==> config.mk <==
export PLATFORM = sky130hd
export DESIGN_NAME = postscale_div
export DESIGN_NICKNAME = d
export VERILOG_FILES = /design/src/rtl/postscale_div_pkg.sv /design/src/rtl/postscale_div_cfg.sv /design/src/rtl/postscale_div_seq.sv /design/src/rtl/postscale_div_out.sv /design/src/rtl/postscale_div.sv
export SDC_FILE = /design/constraint.sdc
export NUM_CORES = 1
export LEC_CHECK = 0
export CORE_UTILIZATION = 55
export CTS_BUF_LIST = sky130_fd_sc_hd__clkbuf_4 sky130_fd_sc_hd__clkbuf_8 sky130_fd_sc_hd__clkbuf_16
export DETAILED_ROUTE_END_ITERATION = 6
export DONT_BUFFER_PORTS = 1
export HOLD_SLACK_MARGIN = 0.02
export PLACE_DENSITY = 0.7
export SYNTH_ARGS = -nofsm -noshare
export SYNTH_HDL_FRONTEND = slang
export SYNTH_SLANG_ARGS = --single-unit
==> constraint.sdc <==
create_clock -name clk_i -period 2.9 [get_ports clk_i]
set_input_delay 0.29 -clock clk_i [delete_from_list [all_inputs] [get_ports clk_i]]
set_output_delay 0.29 -clock clk_i [all_outputs]
set_load 0.02 [all_outputs]
==> src/rtl/postscale_div_pkg.sv <==
`timescale 1ns/1ps
package postscale_div_pkg;

  typedef enum logic [1:0] {
    DM_BYPASS = 2'b00,
    DM_EVEN   = 2'b01,
    DM_ODD    = 2'b10,
    DM_BYP_X  = 2'b11
  } div_mode_e;

  typedef enum logic [1:0] {
    ST_DELAY = 2'b00,
    ST_HIGH  = 2'b01,
    ST_LOW   = 2'b10
  } div_state_e;

endpackage

==> src/rtl/postscale_div_cfg.sv <==
`timescale 1ns/1ps
module postscale_div_cfg #(
  parameter int CNT_W = 9,
  parameter int TAP_W = 3,
  localparam int LEN_W = CNT_W + 1,
  localparam int DLY_W = CNT_W + 2
) (
  input  logic [CNT_W-1:0] high_cnt_i,
  input  logic [CNT_W-1:0] low_cnt_i,
  input  logic [CNT_W-1:0] init_cnt_i,
  input  logic [TAP_W-1:0] tap_i,
  output logic [LEN_W-1:0] h_len_o,
  output logic [LEN_W-1:0] l_len_o,
  output logic [DLY_W-1:0] d_len_o
);

  // field value zero selects the full 2**CNT_W length
  function automatic logic [LEN_W-1:0] decode_len(input logic [CNT_W-1:0] f);
    decode_len = (f == '0) ? (LEN_W'(1) << CNT_W) : LEN_W'(f);
  endfunction

  logic [LEN_W-1:0] init_len;

  assign h_len_o  = decode_len(high_cnt_i);
  assign l_len_o  = decode_len(low_cnt_i);
  assign init_len = decode_len(init_cnt_i);
  assign d_len_o  = DLY_W'(init_len) + DLY_W'(tap_i);

endmodule

==> src/rtl/postscale_div_seq.sv <==
`timescale 1ns/1ps
module postscale_div_seq
  import postscale_div_pkg::*;
#(
  parameter int LEN_W = 10,
  parameter int DLY_W = 11
) (
  input  logic             clk_i,
  input  logic             rst_ni,
  input  logic             en_i,
  input  logic [LEN_W-1:0] h_len_i,
  input  logic [LEN_W-1:0] l_len_i,
  input  logic [DLY_W-1:0] d_len_i,
  output logic             hi_o
);

  div_state_e       st_q, st_d;
  logic [DLY_W-1:0] cnt_q, cnt_d;
  logic             start;
  logic             en_q, en_d;
  logic             hi_q, hi_d;

  always_comb begin
    st_d  = st_q;
    cnt_d = cnt_q + DLY_W'(1);
    start = 1'b0;
    unique case (st_q)
      ST_DELAY: if (cnt_q == d_len_i - DLY_W'(1)) begin
        st_d  = ST_HIGH;
        cnt_d = '0;
        start = 1'b1;
      end
      ST_HIGH: if (cnt_q == DLY_W'(h_len_i) - DLY_W'(1)) begin
        st_d  = ST_LOW;
        cnt_d = '0;
      end
      ST_LOW: if (cnt_q == DLY_W'(l_len_i) - DLY_W'(1)) begin
        st_d  = ST_HIGH;
        cnt_d = '0;
        start = 1'b1;
      end
      default: begin
        st_d  = ST_DELAY;
        cnt_d = '0;
      end
    endcase
    // enable only takes effect at a period start: whole high phases only
    en_d = start ? en_i : en_q;
    hi_d = (st_d == ST_HIGH) && en_d;
  end

  always_ff @(posedge clk_i or negedge rst_ni) begin
    if (!rst_ni) begin
      st_q  <= ST_DELAY;
      cnt_q <= '0;
      en_q  <= 1'b0;
      hi_q  <= 1'b0;
    end else begin
      st_q  <= st_d;
      cnt_q <= cnt_d;
      en_q  <= en_d;
      hi_q  <= hi_d;
    end
  end

  assign hi_o = hi_q;

  // checker state
  logic [DLY_W-1:0] run_q, since_q;
  logic             started_q;

  always_ff @(posedge clk_i or negedge rst_ni) begin
    if (!rst_ni) begin
      run_q     <= '0;
      since_q   <= '0;
      started_q <= 1'b0;
    end else begin
      run_q <= hi_q ? run_q + DLY_W'(1) : '0;
      if (!started_q) since_q <= since_q + DLY_W'(1);
      if (start) started_q <= 1'b1;
    end
  end

  p_first_start_r3: assert property (@(posedge clk_i) disable iff (!rst_ni)
    (start && !started_q) |-> (since_q == d_len_i - DLY_W'(1)));

  p_high_len_r4: assert property (@(posedge clk_i) disable iff (!rst_ni)
    $fell(hi_q) |-> (run_q == DLY_W'(h_len_i)));

  p_gate_hold_r7: assert property (@(posedge clk_i) disable iff (!rst_ni)
    !$stable(en_q) |-> !$past(hi_q));

endmodule

==> src/rtl/postscale_div_out.sv <==
`timescale 1ns/1ps
module postscale_div_out
  import postscale_div_pkg::*;
(
  input  logic      clk_i,
  input  logic      rst_ni,
  input  logic      en_i,
  input  div_mode_e mode_i,
  input  logic      hi_i,
  output logic      clk_o
);

  logic ext_q;
  logic byp_en_q;

  // falling-edge copies: half-cycle stretch and glitch-free bypass gate
  always_ff @(negedge clk_i or negedge rst_ni) begin
    if (!rst_ni) begin
      ext_q    <= 1'b0;
      byp_en_q <= 1'b0;
    end else begin
      ext_q    <= hi_i;
      byp_en_q <= en_i;
    end
  end

  always_comb begin
    unique case (mode_i)
      DM_EVEN: clk_o = hi_i;
      DM_ODD:  clk_o = hi_i | ext_q;
      default: clk_o = clk_i & byp_en_q;
    endcase
  end

  p_ext_track_r5: assert property (@(posedge clk_i) disable iff (!rst_ni)
    ext_q == hi_i);

endmodule

==> src/rtl/postscale_div.sv <==
`timescale 1ns/1ps
module postscale_div
  import postscale_div_pkg::*;
#(
  parameter int CNT_W = 9,
  parameter int TAP_W = 3
) (
  input  logic             clk_i,
  input  logic             rst_ni,
  input  logic             en_i,
  input  logic [1:0]       mode_i,
  input  logic [CNT_W-1:0] high_cnt_i,
  input  logic [CNT_W-1:0] low_cnt_i,
  input  logic [CNT_W-1:0] init_cnt_i,
  input  logic [TAP_W-1:0] tap_i,
  output logic             clk_o
);

  localparam int LEN_W = CNT_W + 1;
  localparam int DLY_W = CNT_W + 2;

  logic [LEN_W-1:0] h_len, l_len;
  logic [DLY_W-1:0] d_len;
  logic             hi;

  postscale_div_cfg #(
    .CNT_W(CNT_W),
    .TAP_W(TAP_W)
  ) u_cfg (
    .high_cnt_i(high_cnt_i),
    .low_cnt_i (low_cnt_i),
    .init_cnt_i(init_cnt_i),
    .tap_i     (tap_i),
    .h_len_o   (h_len),
    .l_len_o   (l_len),
    .d_len_o   (d_len)
  );

  postscale_div_seq #(
    .LEN_W(LEN_W),
    .DLY_W(DLY_W)
  ) u_seq (
    .clk_i  (clk_i),
    .rst_ni (rst_ni),
    .en_i   (en_i),
    .h_len_i(h_len),
    .l_len_i(l_len),
    .d_len_i(d_len),
    .hi_o   (hi)
  );

  postscale_div_out u_out (
    .clk_i (clk_i),
    .rst_ni(rst_ni),
    .en_i  (en_i),
    .mode_i(div_mode_e'(mode_i)),
    .hi_i  (hi),
    .clk_o (clk_o)
  );

endmodule

==> impl_metrics.json <==
{
  "cp_cell_sequence": "a21oi_2 -> o31ai_4",
  "path_delay_family": "flip-flops",
  "dr.pass1.iters": 4,
  "syn_area_per_cell_um2": 7.800,
  "cp-start-kind": "register",
  "cts_tree": "done",
  "r2r_setup_slack_ps": 470,
  "rsz0062_at_grt": "true",
  "vias_per_cell": 5.997,
  "critPathBufInv": 0,
  "detail_route.wl_per_cell_um": 15.57,
  "grt_pass1_vias": 1843,
  "synthTopCellsByArea": "dfrtp_1 17%, xnor2_1 11%, ha_1 8.1%",
  "die-area_um2": 4198,
  "multi_input_area_um2": 1650,
  "rows": 22,
  "area_delta_synth_final_pct": 10.50,
  "grt_pass1_wl_um": 8369,
  "maxCapViolCount": 0,
  "grt_max_degree": 16,
  "finalNetCount": 328,
  "syn-cell-area_um2": 2168,
  "hold_ws_ps": 58.73,
  "vias": 1949,
  "start_util_pct": 58.35,
  "grt-ovfl-total": 0,
  "reg2reg_from": "u_seq.cnt_q[0]$_DFF_PN0_",
  "synth.distinct_cells": 52,
  "ir_worst_vdd_mv": 0.5232,
  "layoutNonFillerInstCount": 325,
  "min_to": "u_seq.en_q$_DFF_PN0_",
  "synth_nets": 328,
  "netlist.area_leader.share_pct": 17.31,
  "p_leak_nw": 0.9810,
  "fillerInstances": 335,
  "core-area_um2": 3716,
  "status": "complete, no violations",
  "synth_edf_count": 0,
  "synth-seq-cells": 17,
  "path_class": "reg2out",
  "finalHoldViolCount": 0,
  "min_path_cells": 1,
  "netlist_instances": 278,
  "critPathSlowestCell": "dfrtn_1",
  "drive_gt1_share_pct": 15.52,
  "required_ps": 2610,
  "grtUsageTotal_pct": 26.44,
  "slew_violations": 0,
  "clk_transition_reported_paths_ps": 60,
  "drt-total-wl_um": 5061,
  "dieWidth_um": 64.79,
  "placed_cells": 317,
  "io-pin-count": 36,
  "cts_setup_buffers": 0,
  "synth-warning-count": 0,
  "worstPathArrival_ps": 2590,
  "die_h_um": 64.79,
  "r2r-end": "u_seq.cnt_q[1]$_DFF_PN0_",
  "setup_viol": 0,
  "yosysTopAreaCell": "dfrtp_1",
  "r2r_cells": 8,
  "slew_headroom_pct": 43.04,
  "hpwl_um": 3985,
  "cp_max_fo": 1,
  "fin_skew_ps": 28.38,
  "drtIter0Drc": 135,
  "end_kind": "output pin",
  "regArea_um2": 425.4,
  "drtAntennaViolNets": 0,
  "antenna_found_initial": 0,
  "min_path_type": "in2reg",
  "clkLatencyLatePin_ps": 390,
  "ys_seq_area_share_pct": 19.62,
  "crit_path_max_incr_delay_ps": 400,
  "io_buffers": 0,
  "synth_common_cells": "28 x inv_1, 28 x xnor2_1, 24 x a21oi_1, 18 x nand2_1, 18 x nor2_1",
  "gp_congestion": 0.8239,
  "power_density_nw_per_um2": 543.7,
  "synth-main-ff-cell": "dfrtp_1",
  "async_reset_ff_share_pct": 100.0,
  "worst_pin_slew_ps": 843.6,
  "diodes": 0,
  "hold_start": "en_i",
  "drc": 0
}
[per-stage QoR]
stage	total power, mW	cell area (µm²)	utilization [%]	worst slack (ps)	TNS [ps]
final	1.303	2396	64.48	17.97	0
after global routing	1.400	2396	64.48	-14.59	-14.59
after CTS	1.313	2396	64.48	3.917	0
after detailed placement	1.006	2281	61.38	-125.9	-1352
after global placement	0.9947	2281	61.38	-91.92	-942.7
after floorplan	0.8807	2242	-	5.562	0
[where the power goes]
group	switching (mW)	internal, mW
clock	0.113	0.190
combinational	0.313	0.289
sequential	0.113	0.284
total	0.539	0.764
[cell families (layout without fill, tap and decap cells)]
group           after synthesis  in the layout  share of synthesized area [%]
compound gates               66             66                          21.76
xor+xnor                     43             43                          17.37
fa+ha+maj                    15             15                          9.002
buf+inv                      44             43                          8.252
flops                        17             17                          19.62
mux                           4              4                          1.904
simple gates                 89             89                          22.10
[what timing repair did]
action / in CTS / in global routing
endpoints found under the hold margin: 15 / 0
pin swaps: 0 / 0
gates resized for setup: 3 / 0
setup endpoints to repair: 2 / 2
hold buffers: 1 / 0
[flip-flops by register name, indices dropped and copies added, names as in the netlist]
name	flops
u_seq.cnt_q	11
u_seq.st_q	2
u_out.byp_en_q	1
u_out.ext_q	1
u_seq.en_q	1
u_seq.hi_o	1
[per-layer routing]
| layer | wire (µm) | vias up | track usage [%] |
|---|---|---|---|
| met2 | 2279 | 48 | 43.23 |
| met5 | 0 | - | 0 |
| met4 | 125 | 0 | 11.11 |
| met1 | 2398 | 903 | 34.09 |
| li1 | - | 985 | - |
| met3 | 258 | 13 | 4.401 |
[worst max path at each step]
stage                                startpoint                        to  slack [ps]  depth (start not counted)
final                     u_out.ext_q$_DFF_NN0_                     clk_o          20                          2
after global routing      u_out.ext_q$_DFF_NN0_                     clk_o         -10                          2
after CTS                 u_out.ext_q$_DFF_NN0_                     clk_o           4                          2
after detailed placement               tap_i[1]  u_seq.cnt_q[0]$_DFF_PN0_        -130                         14
after global placement                 tap_i[1]  u_seq.cnt_q[0]$_DFF_PN0_         -90                         14
after floorplan                        tap_i[1]  u_seq.cnt_q[0]$_DFF_PN0_           6                         14
[cell usage in the layout, fill, tap and decap left out, types with 5 or more instances in the layout]
master     n
nand2_1   18
nor2_1    18
dfrtp_1   15
a21oi_1   14
nor4_1     5
clkbuf_8   6
ha_1      12
nand2b_1   5
nand4_1    6
inv_1     24
o21ai_0    6
xnor2_1   27
nor3_1     8
buf_4      7
nand3_1    9
xor2_1    15
a21oi_2   10
[final cells by class]
class,count,area share [%]
Sequential cell,17,17.75
Clock inverter,1,0.2089
Tap cell,48,2.507
Timing Repair Buffer,8,2.611
Inverter,28,4.595
Clock buffer,6,3.446
Multi-Input combinational cell,217,68.88
No activity file was read; power rests on OpenSTA's default activity.
